==> config.mk <==
export PLATFORM = sky130hd
export DESIGN_NAME = flash_guard_ctrl
export DESIGN_NICKNAME = d
export VERILOG_FILES = /design/src/rtl/fgc_pkg.sv /design/src/rtl/fgc_unlock.sv /design/src/rtl/fgc_ctrl_reg.sv /design/src/rtl/fgc_op_seq.sv /design/src/rtl/flash_guard_ctrl.sv
export SDC_FILE = /design/constraint.sdc
export NUM_CORES = 1
export LEC_CHECK = 0
export BUFFER_PORTS_ARGS = -buffer_cell sky130_fd_sc_hd__buf_2
export CORE_MARGIN = 2
export CORE_UTILIZATION = 25
export DETAILED_ROUTE_END_ITERATION = 8
export GPL_ROUTABILITY_DRIVEN = 0
export PLACE_DENSITY = 0.42
export RECOVER_POWER = 100
export SYNTH_ARGS = -nofsm -noshare
export SYNTH_HDL_FRONTEND = slang
export SYNTH_SLANG_ARGS = --single-unit
==> constraint.sdc <==
create_clock -name clk -period 3.1 [get_ports clk]
set_input_delay 0.62 -clock clk [delete_from_list [all_inputs] [get_ports clk]]
set_output_delay 0.62 -clock clk [all_outputs]
set_load 0.01 [all_outputs]
==> src/rtl/fgc_pkg.sv <==
package fgc_pkg;

    localparam logic [2:0] SEL_MODE = 3'd0;
    localparam logic [2:0] SEL_KEY  = 3'd1;
    localparam logic [2:0] SEL_PTR0 = 3'd2;

    localparam logic [7:0] KEY_FIRST  = 8'h55;
    localparam logic [7:0] KEY_SECOND = 8'hAA;

    localparam int BIT_CODE  = 7;
    localparam int BIT_CFG   = 6;
    localparam int BIT_ERASE = 4;
    localparam int BIT_WREN  = 2;
    localparam int BIT_START = 1;

    typedef enum logic [1:0] {
        UL_LOCKED = 2'd0,
        UL_HALF   = 2'd1,
        UL_ARMED  = 2'd2
    } unlock_e;

    typedef enum logic [1:0] {
        PH_IDLE = 2'd0,
        PH_WAIT = 2'd1,
        PH_REQ  = 2'd2
    } phase_e;

    typedef struct packed {
        logic code;
        logic cfg;
        logic erase;
        logic wren;
    } mode_t;

endpackage

==> src/rtl/fgc_unlock.sv <==
module fgc_unlock
    import fgc_pkg::*;
(
    input  logic       clk,
    input  logic       rst_n,
    input  logic       bus_valid,
    input  logic       bus_write,
    input  logic [2:0] bus_sel,
    input  logic [7:0] bus_wdata,
    output logic       armed
);

    typedef struct packed {
        unlock_e st;
    } ul_state_t;

    ul_state_t s_d, s_q;
    logic key_wr;

    always_comb begin
        s_d    = s_q;
        key_wr = bus_valid && bus_write && (bus_sel == SEL_KEY);
        if (bus_valid) begin
            if (key_wr && bus_wdata == KEY_FIRST) begin
                s_d.st = UL_HALF;
            end else if (key_wr && bus_wdata == KEY_SECOND && s_q.st == UL_HALF) begin
                s_d.st = UL_ARMED;
            end else begin
                s_d.st = UL_LOCKED;
            end
        end
    end

    always_ff @(posedge clk or negedge rst_n) begin
        if (!rst_n) begin
            s_q.st <= UL_LOCKED;
        end else begin
            s_q <= s_d;
        end
    end

    assign armed = (s_q.st == UL_ARMED);

    // any access that is not a key write leaves the block locked
    p_access_relocks_r4: assert property (@(posedge clk) disable iff (!rst_n)
        (bus_valid && !(bus_write && bus_sel == SEL_KEY)) |=> !armed);

    // arming only follows a key write
    p_arm_needs_key_r3: assert property (@(posedge clk) disable iff (!rst_n)
        $rose(armed) |-> $past(bus_valid && bus_write && bus_sel == SEL_KEY));

endmodule

==> src/rtl/fgc_ctrl_reg.sv <==
module fgc_ctrl_reg
    import fgc_pkg::*;
#(
    parameter int PTR_W = 22
) (
    input  logic             clk,
    input  logic             rst_n,
    input  logic             bus_valid,
    input  logic             bus_write,
    input  logic [2:0]       bus_sel,
    input  logic [7:0]       bus_wdata,
    output logic [7:0]       bus_rdata,
    input  logic             armed,
    input  logic             busy,
    output logic             launch,
    output logic             launch_erase,
    output logic             launch_cfg,
    output logic [PTR_W-1:0] ptr
);

    localparam int PTR_BYTES = (PTR_W + 7) / 8;

    typedef struct packed {
        mode_t            mode;
        logic [PTR_W-1:0] ptr;
    } reg_state_t;

    reg_state_t r_d, r_q;
    logic       mode_wr;
    logic       start_req;
    logic       target_ok;
    logic [2:0] ptr_idx;

    always_comb begin
        r_d       = r_q;
        mode_wr   = bus_valid && bus_write && (bus_sel == SEL_MODE);
        ptr_idx   = bus_sel - SEL_PTR0;
        start_req = mode_wr && bus_wdata[BIT_START];
        target_ok = bus_wdata[BIT_CFG] || bus_wdata[BIT_CODE];
        launch    = start_req && armed && !busy && r_q.mode.wren
                    && bus_wdata[BIT_WREN] && target_ok;

        if (mode_wr) begin
            if (busy) begin
                r_d.mode.wren = bus_wdata[BIT_WREN];
            end else begin
                r_d.mode.code  = bus_wdata[BIT_CODE];
                r_d.mode.cfg   = bus_wdata[BIT_CFG];
                r_d.mode.erase = bus_wdata[BIT_ERASE];
                r_d.mode.wren  = bus_wdata[BIT_WREN];
            end
        end

        if (bus_valid && bus_write && bus_sel >= SEL_PTR0
            && int'(ptr_idx) < PTR_BYTES) begin
            for (int b = 0; b < PTR_W; b++) begin
                if (int'(ptr_idx) == b / 8) begin
                    r_d.ptr[b] = bus_wdata[b % 8];
                end
            end
        end

        bus_rdata = 8'h00;
        if (bus_sel == SEL_MODE) begin
            bus_rdata[BIT_CODE]  = r_q.mode.code;
            bus_rdata[BIT_CFG]   = r_q.mode.cfg;
            bus_rdata[BIT_ERASE] = r_q.mode.erase;
            bus_rdata[BIT_WREN]  = r_q.mode.wren;
            bus_rdata[BIT_START] = busy;
        end else if (bus_sel >= SEL_PTR0 && int'(ptr_idx) < PTR_BYTES) begin
            for (int b = 0; b < PTR_W; b++) begin
                if (int'(ptr_idx) == b / 8) begin
                    bus_rdata[b % 8] = r_q.ptr[b];
                end
            end
        end
    end

    always_ff @(posedge clk or negedge rst_n) begin
        if (!rst_n) begin
            r_q <= '0;
        end else begin
            r_q <= r_d;
        end
    end

    assign launch_erase = bus_wdata[BIT_ERASE];
    assign launch_cfg   = bus_wdata[BIT_CFG];
    assign ptr          = r_q.ptr;

    // mode attributes other than write enable are frozen while busy
    p_mode_frozen_r10: assert property (@(posedge clk) disable iff (!rst_n)
        (busy && $past(busy)) |-> ($stable(r_q.mode.erase) && $stable(r_q.mode.cfg)));

endmodule

==> src/rtl/fgc_op_seq.sv <==
module fgc_op_seq
    import fgc_pkg::*;
#(
    parameter int PTR_W     = 22,
    parameter int START_DLY = 4,
    parameter int ERASE_LG  = 6,
    parameter int PROG_LG   = 3
) (
    input  logic             clk,
    input  logic             rst_n,
    input  logic             launch,
    input  logic             launch_erase,
    input  logic             launch_cfg,
    input  logic [PTR_W-1:0] ptr,
    input  logic             flash_done,
    output logic             busy,
    output logic             flash_req,
    output logic             flash_erase,
    output logic             flash_cfg,
    output logic [PTR_W-1:0] flash_addr
);

    localparam int CNT_W = (START_DLY < 2) ? 1 : $clog2(START_DLY);
    localparam logic [PTR_W-1:0] ERASE_MASK = {{(PTR_W-ERASE_LG){1'b1}}, {ERASE_LG{1'b0}}};
    localparam logic [PTR_W-1:0] PROG_MASK  = {{(PTR_W-PROG_LG){1'b1}}, {PROG_LG{1'b0}}};

    typedef struct packed {
        phase_e           ph;
        logic [CNT_W-1:0] cnt;
        logic             erase;
        logic             cfg;
        logic [PTR_W-1:0] addr;
    } seq_state_t;

    seq_state_t s_d, s_q;

    always_comb begin
        s_d = s_q;
        unique case (s_q.ph)
            PH_IDLE: begin
                if (launch) begin
                    s_d.ph    = PH_WAIT;
                    s_d.cnt   = CNT_W'(START_DLY - 1);
                    s_d.erase = launch_erase;
                    s_d.cfg   = launch_cfg;
                    s_d.addr  = launch_erase ? (ptr & ERASE_MASK) : (ptr & PROG_MASK);
                end
            end
            PH_WAIT: begin
                if (s_q.cnt == '0) begin
                    s_d.ph = PH_REQ;
                end else begin
                    s_d.cnt = s_q.cnt - 1'b1;
                end
            end
            PH_REQ: begin
                if (flash_done) begin
                    s_d.ph = PH_IDLE;
                end
            end
            default: s_d.ph = PH_IDLE;
        endcase
    end

    always_ff @(posedge clk or negedge rst_n) begin
        if (!rst_n) begin
            s_q <= '0;
        end else begin
            s_q <= s_d;
        end
    end

    assign busy        = (s_q.ph != PH_IDLE);
    assign flash_req   = (s_q.ph == PH_REQ);
    assign flash_erase = s_q.erase;
    assign flash_cfg   = s_q.cfg;
    assign flash_addr  = s_q.addr;

    // request held until completion
    p_req_hold_r9: assert property (@(posedge clk) disable iff (!rst_n)
        (flash_req && !flash_done) |=> flash_req);

    // address stable while request pending
    p_addr_stable_r9: assert property (@(posedge clk) disable iff (!rst_n)
        (flash_req && !flash_done) |=> $stable(flash_addr));

    // completion ends the operation
    p_done_ends_r9: assert property (@(posedge clk) disable iff (!rst_n)
        (flash_req && flash_done) |=> !busy);

endmodule

==> src/rtl/flash_guard_ctrl.sv <==
module flash_guard_ctrl
    import fgc_pkg::*;
#(
    parameter int PTR_W     = 22,
    parameter int START_DLY = 4,
    parameter int ERASE_LG  = 6,
    parameter int PROG_LG   = 3
) (
    input  logic             clk,
    input  logic             rst_n,
    input  logic             bus_valid,
    input  logic             bus_write,
    input  logic [2:0]       bus_sel,
    input  logic [7:0]       bus_wdata,
    output logic [7:0]       bus_rdata,
    output logic             flash_req,
    output logic             flash_erase,
    output logic             flash_cfg,
    output logic [PTR_W-1:0] flash_addr,
    input  logic             flash_done
);

    logic             armed;
    logic             busy;
    logic             launch;
    logic             launch_erase;
    logic             launch_cfg;
    logic [PTR_W-1:0] ptr;

    fgc_unlock u_unlock (
        .clk       (clk),
        .rst_n     (rst_n),
        .bus_valid (bus_valid),
        .bus_write (bus_write),
        .bus_sel   (bus_sel),
        .bus_wdata (bus_wdata),
        .armed     (armed)
    );

    fgc_ctrl_reg #(.PTR_W(PTR_W)) u_regs (
        .clk          (clk),
        .rst_n        (rst_n),
        .bus_valid    (bus_valid),
        .bus_write    (bus_write),
        .bus_sel      (bus_sel),
        .bus_wdata    (bus_wdata),
        .bus_rdata    (bus_rdata),
        .armed        (armed),
        .busy         (busy),
        .launch       (launch),
        .launch_erase (launch_erase),
        .launch_cfg   (launch_cfg),
        .ptr          (ptr)
    );

    fgc_op_seq #(
        .PTR_W     (PTR_W),
        .START_DLY (START_DLY),
        .ERASE_LG  (ERASE_LG),
        .PROG_LG   (PROG_LG)
    ) u_seq (
        .clk          (clk),
        .rst_n        (rst_n),
        .launch       (launch),
        .launch_erase (launch_erase),
        .launch_cfg   (launch_cfg),
        .ptr          (ptr),
        .flash_done   (flash_done),
        .busy         (busy),
        .flash_req    (flash_req),
        .flash_erase  (flash_erase),
        .flash_cfg    (flash_cfg),
        .flash_addr   (flash_addr)
    );

    // an operation starts only from an armed state
    p_busy_after_armed_r3: assert property (@(posedge clk) disable iff (!rst_n)
        $rose(busy) |-> $past(armed));

    // no launch while an operation is still in flight
    p_no_overlap_r11: assert property (@(posedge clk) disable iff (!rst_n)
        launch |-> !busy);

endmodule

==> summary.md, run 1 <==
| Metric | Value |
|---|---|
| Mapped Cells | 215 |
| Post-synthesis async set-or-reset flop share | 1.000 |
| CTS sink count | 53 |
| Post-CTS Resized | 0 |
| Num ports | 49 |
| P_leak | 1.352 nW |
| Critical Path Sink Type | primary output |
| Worst setup SP type | input port |
| DR vias | 1,655 |
| Std cell rows | 37 |
| Synth warn | 0 |
| 1st-iter DRT viols | 56 |
| Slowest CP cell | a21oi_1 |
| H-Tree Depth | 2 |
| # hold bufs at CTS | 0 |
| Drt wl/cell | 15.10 um |
| Critical Path RT | 2.48 ns |
| Starting Density | 0.2592 |
| Number of synthesized register bits | 53 |
| Vias in the first global route | 1,779 |
| Post-DP HPWL | 4183 um |
| CP startpoint | bus_sel[2] |
| Clk slew on worst S/H paths | 0.10 ns |
| FMAX | 351.8 MHz |
| ANT nets after route | 0 |
| Clk_lat worst skew | 0.30 ns |
| FF-to-FF Start | u_seq.s_q[27]$_DFFE_PN0P_ |
| CTS tree | built |
| Failing checks | max-capacitance violations, max-slew violations |
| Final net count | 266 |
| First-pass DRT Iterations | 4 |
| Setup Buffers After CTS | 0 |
| Sequential area share after synthesis | 0.4912 |
| Hold_ws | 0.5058 ns |
| FILL cells | 1,118 |
| Slew Viols, Final | 33 |
| Most numerous cell on the critical path | a21oi_1 |
| Maximum vdd drop | 172.0 uV |
| Drt total wl | 5798 um |
| Worst Setup EP | bus_rdata[4] |
| Residual DRC | 0 |
| Clk root buf | clkbuf_8 |
| Worst flop-to-flop path endpoint | u_seq.flash_addr[16]$_DFFE_PN0P_ |
| Slowest cell delay on critical path | 0.31 ns |
| RSZ-0062 raised after global routing | no |
| Syn Area/Cell | 12.56 um2 |
| Hold WC Path Type | reg2reg |
| Port-buffer cells | 45 |
| Syn Std Cell Area | 2700 um2 |
| Fin area | 2898 um2 |
| Die width | 107.9 um |
| Die area | 11,650 um2 |
| Critical-path cell list | buf_2, inv_1, ha_1, a21oi_1, o21ai_0, a21oi_1, buf_4, a22o_1, clkbuf_1 |
| Layout area overhead | 7.322% |
| Fin crit period | 2.843 ns |
| Largest net degree at the start of global routing | 33 |
| Crit Path Max Fanout | 8 |
| EDFF count, synth | 0 |
| Height of the die | 107.9 um |
| Commonest non-fill, non-tap cell in the layout | dfrtp_1 |
| Status | finished, violations left |
| CTS Buf Count | 5 |
| Distinct cells, synth | 36 |
| R2R setup slack | 0.49 ns |
| Post-synth top flop | dfrtp_1 |
| Final setup violating endpoints | 0 |
| Area of the multi-input gates | 1041 um2 |
| Final period util | 0.9170 |
| Setup CP Type | in2out |
| Final hold violation count | 0 |
| Antenna Diode Count | 0 |
| Pwr Density | 515.4 nW/um2 |
| Initial antenna violation count | 0 |
| Crit path DAT | 2.22 ns |
| Max Cap Viol | 1 |
| Most frequent cells in the layout | dfrtp_1, clkbuf_1, mux2_2 |
| FF/Latch Area | 1326 um2 |
| Vias/cell | 4.310 |
| Area post-placement | 2937 um2 |
| Share of cells above drive strength 1 | 0.2339 |
| Worst-Margin Slew | 1.751 ns |
| R2R depth | 5 |
| Gr ovfl total | 0 |
| Bufs on Longest Clock Path | 2 |
| Setup TNS | 0 ns |
| Global-route usage over all layers | 0.1065 |
| Core Area | 10,420 um2 |
| Clock skew | 0.008873 ns |
| Final Util | 0.2782 |
| Relative slew slack | -0.1672 |
| First-pass GRT wire length | 9508 um |
routing by layer:
metal	GRT usage	share of wire	vias up
li1	-	-	795
met1	0.1521	0.49	817
met2	0.1649	0.45	39
met3	0.02421	0.044	4
met4	0.02289	0.0079	0
met5	0	0	-
cell families (layout without fill, tap and decap cells):
logic type | count (synthesis) | in the layout | share of synthesized area
AOI/OAI and AO/OA | 21 | 21 | 0.04680
adders and majority gates | 3 | 3 | 0.01390
other | 1 | 3 | 0.001389
xor gates and xnor gates | 1 | 1 | 0.003244
and+or+nand+nor | 43 | 43 | 0.09778
DFF | 53 | 53 | 0.4912
buffers and inverters | 38 | 69 | 0.09639
muxes | 55 | 55 | 0.2493
how the worst min path moves through the flow:
stage	end	slack, ns	from	depth (start not counted)
finish	u_seq.flash_addr[17]$_DFFE_PN0P_	0.51	u_seq.flash_addr[17]$_DFFE_PN0P_	1
floorplan	u_regs.ptr[0]$_DFFE_PN0P_	0.32	rst_n	0
CTS	u_regs.ptr[2]$_DFFE_PN0P_	0.30	rst_n	2
detailed placement	u_regs.ptr[0]$_DFFE_PN0P_	0.49	u_regs.ptr[0]$_DFFE_PN0P_	1
global route	u_regs.ptr[0]$_DFFE_PN0P_	0.53	u_regs.ptr[0]$_DFFE_PN0P_	1
global placement	u_regs.ptr[2]$_DFFE_PN0P_	0.49	u_regs.ptr[2]$_DFFE_PN0P_	1
power by group:
part           internal, mW  switching [mW]  total (mW)
Clock                 0.203           0.231       0.434
Combinational         0.117          0.0995       0.216
Sequential            0.782          0.0617       0.843
Total                  1.10           0.393        1.49
final cells by class:
type	count	share of cell area
clock buffers	7	0.03325
clock inverters	1	0.001727
inverters	7	0.009067
multi-input cells	126	0.3592
flip-flops and latches	53	0.4577
well taps	136	0.05872
repair buffers	54	0.08031
cells in the mapped netlist, types with 2 or more instances:
cell	n	area, um2
nor2_1	3	11.26
o211ai_1	2	15.01
o21ai_0	11	55.05
ha_1	3	37.54
mux2i_1	8	80.08
clkbuf_1	5	18.77
nand4_1	4	25.02
nor2b_1	4	25.02
a22o_1	3	26.28
or4_1	2	15.01
o22ai_1	2	12.51
mux2_2	30	337.8
mux2_4	17	255.2
and2_1	3	18.77
nand2_1	9	33.78
inv_1	7	26.28
dfrtp_1	53	1326
nand3_1	6	30.03
a21oi_1	2	10.01
buf_4	23	172.7
nor3_1	2	10.01
buf_6	2	22.52
sequential cells by signal, summed over array words and instances, names as in the netlist:
| name | cells |
|---|---|
| u_seq.flash_addr | 19 |
| u_seq.s_q | 4 |
| u_seq.flash_erase | 1 |
| u_seq.flash_cfg | 1 |
| u_regs.ptr | 22 |
| u_unlock.s_q | 2 |
| u_regs.r_q | 4 |
worst max-delay path: cells and delay by family:
family / cells / cell delay, ns
AO/OA/AOI/OAI: 4 / 0.79
buffers and inverters: 4 / 0.59
adder cells (fa/ha/maj): 1 / 0.22
per-stage QoR:
stage          cells  power, mW  setup WS (ns)
6_report         384      1.493         0.2573
3_5_place_dp     376      1.090         0.2796
4_1_cts          384      1.529         0.2670
3_3_place_gp     376      1.089         0.3009
2_1_floorplan    217     0.9960         0.2930
5_1_grt          384      1.585        0.04741
Note: power is estimated with default switching activity, not from simulation.
==> run 2: changes to the inputs <==
REMOVE_ABC_BUFFERS = 1   (was not set)
==> run 2 against run 1 <==
  * The flow still finishes with violations (max-capacitance violations, max-slew violations)
  * Die area unchanged
  * Global-route usage increased by 0.29 points
  * Clock skew increased by 0.0015 ns
  * Maximum frequency increased by 3.8%
  * Count of clock-buffer cells in the layout decreased by 2
  * Sequential cell count unchanged
  * Utilization increased by 0.20 points
  * Sequential share of layout area decreased by 0.33 points
  * Largest power group unchanged
  * Worst setup slack improved by 0.10 ns
  * Largest cell class unchanged
  * Critical path depth unchanged
==> summary.md, run 2 (synthesized netlist as in run 1, its figures left out) <==
| Metric | Value |
|---|---|
| Clk pwr share | 0.267 (-0.024) |
| P_sw | 0.3974 mW (+1.2%) |
| Layout area overhead | 8.109% |
| Max reg flops | 22 (unchanged) |
| Failing checks | max-capacitance violations, max-slew violations |
| Setup TNS | 0 ns (unchanged) |
| Final setup violating endpoints | 0 (unchanged) |
| Fin area | 2919 um2 (+0.73%) |
| Final net count | 267 (+0.38%) |
| Vias in the first global route | 1,784 (+0.28%) |
| Height of the die | 107.9 um (unchanged) |
| Worst Hold End | u_seq.flash_addr[17]$_DFFE_PN0P_ |
| Internal | 1.058 mW (-3.9%) |
| Area post-placement | 2957 um2 (+0.68%) |
| Area of the multi-input gates | 1057 um2 (+1.6%) |
| Clock skew | 0.01035 ns (+0.001474 ns) |
| Die area | 11,650 um2 (unchanged) |
| Slowest cell delay on critical path | 0.23 ns (-0.08 ns) |
| Max Cap Viol | 1 (unchanged) |
| Hold WC Path Type | reg2reg |
| Setup CP Type | in2out |
| CTS tree | built |
| Status | finished, violations left |
| Final hold violation count | 0 (unchanged) |
| Switch share | 0.2730 (+0.01013) |
| First-pass GRT wire length | 9742 um (+2.5%) |
| Worst-Margin Slew | 1.570 ns (-0.1812 ns) |
| Gr ovfl total | 0 (unchanged) |
| Die width | 107.9 um (unchanged) |
| Final setup margin | 0.3605 ns (+0.1032 ns) |
| Antenna Diode Count | 0 (unchanged) |
| Starting Density | 0.2592 (unchanged) |
| Met2 Track Usage GR | 0.1689 (+0.004043) |
| P_leak | 1.366 nW (+1.1%) |
| Critical Path RT | 2.48 ns (about the same) |
| Residual DRC | 0 (unchanged) |
| Vias/cell | 4.340 (+0.70%) |
| Relative slew slack | -0.04638 (+0.1208) |
| RSZ-0062 raised after global routing | no |
| Share of cells above drive strength 1 | 0.2450 (+0.01111) |
| R2R depth | 5 (unchanged) |
| R2R setup slack | 0.47 ns (-0.02 ns) |
| Core Area | 10,420 um2 (unchanged) |
| Fin crit period | 2.740 ns (-0.1032 ns) |
| # hold bufs at CTS | 0 (unchanged) |
| Crit Path Max Fanout | 10 (+2) |
| DR vias | 1,671 (+0.97%) |
| GR met1 Demand/Resource | 0.1566 (+0.004542) |
| FILL cells | 1,144 (+2.3%) |
| Slowest CP cell | ha_1 |
| Std cell rows | 37 (unchanged) |
| Comb pwr share | 0.153 (+0.008) |
| Clk root buf | clkbuf_8 |
| GR peak layer | met2 |
| ANT nets after route | 0 (unchanged) |
| Maximum vdd drop | 191.9 uV (+12%) |
| CP startpoint | bus_sel[1] |
| Crit path DAT | 2.12 ns (-0.10 ns) |
| Commonest non-fill, non-tap cell in the layout | dfrtp_1 |
| Global-route usage over all layers | 0.1094 (+0.002898) |
| Num ports | 49 (unchanged) |
| Critical Path Sink Type | primary output |
| 1st-iter DRT viols | 45 (-20%) |
| Final Util | 0.2802 (+0.002042) |
| Largest net degree at the start of global routing | 28 (-15%) |
| CTS sink count | 53 (unchanged) |
| Clk_lat worst skew | 0.30 ns (about the same) |
| Worst setup SP type | input port |
| Drt total wl | 5961 um (+2.8%) |
| Slew Viols, Final | 27 (-18%) |
| FF/Latch Area | 1326 um2 (unchanged) |
| Post-CTS Resized | 0 (unchanged) |
| Port-buffer cells | 45 (unchanged) |
| Initial antenna violation count | 0 (unchanged) |
| Setup Buffers After CTS | 0 (unchanged) |
| Critical-path cell list | buf_2, inv_1, ha_1, a21oi_1, o21ai_0, a21oi_1, buf_4, a22o_1, clkbuf_1 |
| Dpl ws | 0.3986 ns (+0.1190 ns) |
| WHS Path Cells | 1 (unchanged) |
| Clk slew on worst S/H paths | 0.09 ns (about the same) |
| Worst flop-to-flop path endpoint | u_seq.flash_addr[21]$_DFFE_PN0P_ |
| Most numerous cell on the critical path | a21oi_1 |
| First-pass DRT Iterations | 4 (unchanged) |
| Reg power frac | 0.579 (+0.014) |
| Drt wl/cell | 15.48 um (+2.5%) |
| Most frequent cells in the layout | dfrtp_1, clkbuf_1, mux2_2 |
| Bufs on Longest Clock Path | 2 (unchanged) |
| H-Tree Depth | 2 (unchanged) |
| Pwr Density | 498.7 nW/um2 (-3.2%) |
| Met3 GRT Util | 0.02603 (+0.001816) |
| Worst Hold Launch | u_seq.flash_addr[17]$_DFFE_PN0P_ |
| CTS Buf Count | 5 (unchanged) |
| FMAX | 365.0 MHz (+3.8%) |
| FF-to-FF Start | u_seq.s_q[27]$_DFFE_PN0P_ |
| Post-DP HPWL | 4337 um (+3.7%) |
| Final period util | 0.8837 (-0.03329) |
[run 2: area by class of cell]
cell class	count	area share
Sequential cell	53	0.4543
Clock inverter	3	0.006001
Tap cell	136	0.05829
Timing Repair Buffer	55	0.08658
Multi-Input combinational cell	126	0.3622
Clock buffer	5	0.02357
Inverter	7	0.009001
[run 2: worst max path at each step]
stage | slack, ns | cells after the start | to
5_1_grt | 0.23 | 9 | bus_rdata[1]
3_5_place_dp | 0.40 | 9 | bus_rdata[1]
3_3_place_gp | 0.46 | 9 | bus_rdata[1]
6_report | 0.36 | 9 | bus_rdata[1]
2_1_floorplan | 0.55 | 4 | u_seq.flash_addr[12]$_DFFE_PN0P_
4_1_cts | 0.40 | 9 | bus_rdata[1]
[run 2: power by group through the flow]
stage	logic (mW)	clock network, mW	registers [mW]
floorplan	0.147	0	0.838
global placement	0.229	0	0.858
detailed placement	0.232	0	0.861
CTS	0.233	0.411	0.847
global route	0.255	0.446	0.859
finish	0.223	0.389	0.843
[run 2: metal layers]
metal  up-vias  routed length [um]
met3         2                 288
li1        796                   -
met4         0                  24
met1       841                3034
met2        32                2613
met5         -                   0
[run 2: per-stage QoR]
stage / total power, mW / cells / hold slack, ns
detailed placement: 1.093 / 377 / 0.4883
finish: 1.456 / 385 / 0.5044
CTS: 1.490 / 385 / 0.3524
global placement: 1.087 / 377 / 0.4821
global route: 1.560 / 385 / 0.5213
floorplan: 0.9847 / 186 / 0.3244
[run 2: critical path: cells and delay by family]
family                   cells  cell delay, ns
adder cells (fa/ha/maj)      1            0.23
buffers and inverters        4            0.63
AO/OA/AOI/OAI                4            0.63
==> run 3: changes to the inputs <==
CORE_UTILIZATION = 50   (was 25)
PLACE_DENSITY = 0.76   (was 0.42)
clock period = 2.35 ns   (was 3.1 ns; I/O delays follow)
==> run 3 against run 2 <==
  * The flow now finishes without violations
  * Utilization rose by 28 points
  * Clock power grew 63%
  * Total power is 41% higher
  * Worst setup slack worse by 0.25 ns
  * Largest cell class unchanged
  * Highest routed layer unchanged
==> summary.md, run 3 (synthesized netlist as in run 1, its figures left out) <==
| Metric | Value |
|---|---|
| Status | complete, no violations |
| Final period util | 0.9549 |
| Drt total wl | 5168 um (-13%) |
| Global-route usage over all layers | 0.1883 (+0.07889) |
| Area post-placement | 2924 um2 (-1.1%) |
| Most frequent cells in the layout | dfrtp_1, clkbuf_1, mux2_2 |
| Antenna Diode Count | 0 (unchanged) |
| Layout area overhead | 7.831% |
| RSZ-0062 raised after global routing | no |
| Final hold violation count | 0 (unchanged) |
| Dpl ws | 0.08552 ns (-0.3131 ns) |
| Pwr Density | 704.2 nW/um2 (+41%) |
| P_leak | 1.413 nW (+3.4%) |
| Gr ovfl total | 0 (unchanged) |
| Worst Hold End | u_seq.s_q[27]$_DFFE_PN0P_ |
| FF-to-FF Start | u_seq.s_q[27]$_DFFE_PN0P_ |
| Share of cells above drive strength 1 | 0.2756 (+0.03061) |
| Commonest non-fill, non-tap cell in the layout | dfrtp_1 |
| Clk_lat worst skew | 0.30 ns (about the same) |
| Post-DP HPWL | 3765 um (-13%) |
| Setup TNS | 0 ns (unchanged) |
| 1st-iter DRT viols | 184 (+310%) |
| Final setup violating endpoints | 0 (unchanged) |
| WHS Path Cells | 3 (+2) |
| CTS Buf Count | 5 (unchanged) |
| Clock skew | 0.01180 ns (+0.001457 ns) |
| Critical Path RT | 2.53 ns (+0.05 ns) |
| Bufs on Longest Clock Path | 2 (unchanged) |
| CTS sink count | 53 (unchanged) |
| Hold WC Path Type | in2reg |
| DR vias | 1,681 (+0.60%) |
| Final setup margin | 0.1060 ns (-0.2544 ns) |
| Worst setup SP type | flop |
| CTS tree | built |
| Final Util | 0.5629 (+0.2827) |
| FMAX | 445.6 MHz |
| Max reg flops | 22 (unchanged) |
| First-pass GRT wire length | 8873 um (-8.9%) |
| Die area | 6004 um2 (-48%) |
| R2R depth | 5 (unchanged) |
| # hold bufs at CTS | 0 (unchanged) |
| H-Tree Depth | 2 (unchanged) |
| Drt wl/cell | 15.95 um (+3.0%) |
| Worst-Margin Slew | 1.435 ns (-0.1343 ns) |
| Crit Path Max Fanout | 15 (+5) |
| Clk root buf | clkbuf_8 |
| Relative slew slack | 0.04316 (+0.08954) |
| Worst Hold Launch | flash_done |
| Vias in the first global route | 1,779 (-0.28%) |
| Height of the die | 77.49 um (-28%) |
| Fin area | 2912 um2 (-0.26%) |
| Post-CTS Resized | 0 (unchanged) |
| ANT nets after route | 0 (unchanged) |
| Maximum vdd drop | 421.1 uV (+120%) |
| Critical Path Sink Type | flop |
| Setup CP Type | reg2reg |
| Port-buffer cells | 45 (unchanged) |
| Core Area | 5172 um2 (-50%) |
| Worst flop-to-flop path endpoint | u_seq.flash_addr[5]$_DFFE_PN0P_ |
| Std cell rows | 26 (-30%) |
| Max Cap Viol | 0 (-1) |
| First-pass DRT Iterations | 4 (unchanged) |
| Residual DRC | 0 (unchanged) |
| Starting Density | 0.5220 (+0.2628) |
| Clk slew on worst S/H paths | 0.10 ns (about the same) |
| Fin crit period | 2.244 ns |
| Initial antenna violation count | 0 (unchanged) |
| Setup Buffers After CTS | 0 (unchanged) |
| Vias/cell | 5.188 (+20%) |
| Final net count | 272 (+1.9%) |
| Die width | 77.49 um (-28%) |
| Largest net degree at the start of global routing | 28 (unchanged) |
| Num ports | 49 (unchanged) |
| R2R setup slack | 0.11 ns (-0.36 ns) |
| Slew Viols, Final | 0 (-100%) |
| Crit path DAT | 2.42 ns (+0.30 ns) |
[run 3: changes by cell type in the layout (fill, tap and decap cells not counted), sizes merged]
| cell | before | now |
|---|---|---|
| clkinvlp | 1 | 0 |
| buf | 19 | 22 |
| bufinv | 0 | 1 |
| clkbuf | 41 | 45 |
| clkinv | 2 | 0 |
[run 3: area by class of cell]
cell class / count / area [um2]
Clock buffer: 7 / 86.33
Timing Repair Buffer: 60 / 291.5
Clock inverter: 1 / 30.03
Multi-Input combinational cell: 126 / 1064
Tap cell: 70 / 87.58
Inverter: 7 / 26.28
Sequential cell: 53 / 1326
Fill cell: 475 / 2261
[run 3: power breakdown]
part / internal [mW] / leakage (nW) / switching (mW)
Combinational: 0.165 / 0.665 / 0.136
Sequential: 1.03 / 0.690 / 0.0848
Clock: 0.348 / 0.0585 / 0.286
[run 3: worst max path at each step]
stage	start	endpoint	slack [ns]	depth (start not counted)
2_1_floorplan	u_seq.s_q[27]$_DFFE_PN0P_	u_seq.flash_addr[12]$_DFFE_PN0P_	-0.10	4
3_3_place_gp	bus_sel[2]	bus_rdata[2]	0.1	9
3_5_place_dp	bus_sel[1]	u_seq.flash_addr[5]$_DFFE_PN0P_	0.09	6
4_1_cts	bus_sel[2]	bus_rdata[2]	0.08	9
5_1_grt	bus_sel[1]	bus_rdata[3]	0.01	9
6_report	u_seq.s_q[27]$_DFFE_PN0P_	u_seq.flash_addr[5]$_DFFE_PN0P_	0.11	5
[run 3: routing by layer]
| metal | track usage | up-vias | routed length, um |
|---|---|---|---|
| li1 | - | 809 | - |
| met5 | 0 | - | 0 |
| met1 | 0.2653 | 818 | 2466 |
| met2 | 0.3017 | 49 | 2440 |
| met3 | 0.03372 | 5 | 227 |
| met4 | 0.05000 | 0 | 34 |
[run 3: worst max-delay path, stage by stage, from the launching register on]
cell     delay [ns]
dfrtp_1        0.40
or2_0          0.26
or4_1          0.51
or3_1          0.40
buf_4          0.21
mux2_1         0.33
[run 3: metrics by stage]
step | hold WS (ns) | total power [mW] | instances
2_1_floorplan | 0.1744 | 1.299 | 186
3_3_place_gp | 0.4838 | 1.431 | 316
3_5_place_dp | 0.4869 | 1.451 | 316
4_1_cts | 0.1939 | 2.083 | 324
5_1_grt | 0.4523 | 2.154 | 324
6_report | 0.4307 | 2.050 | 324
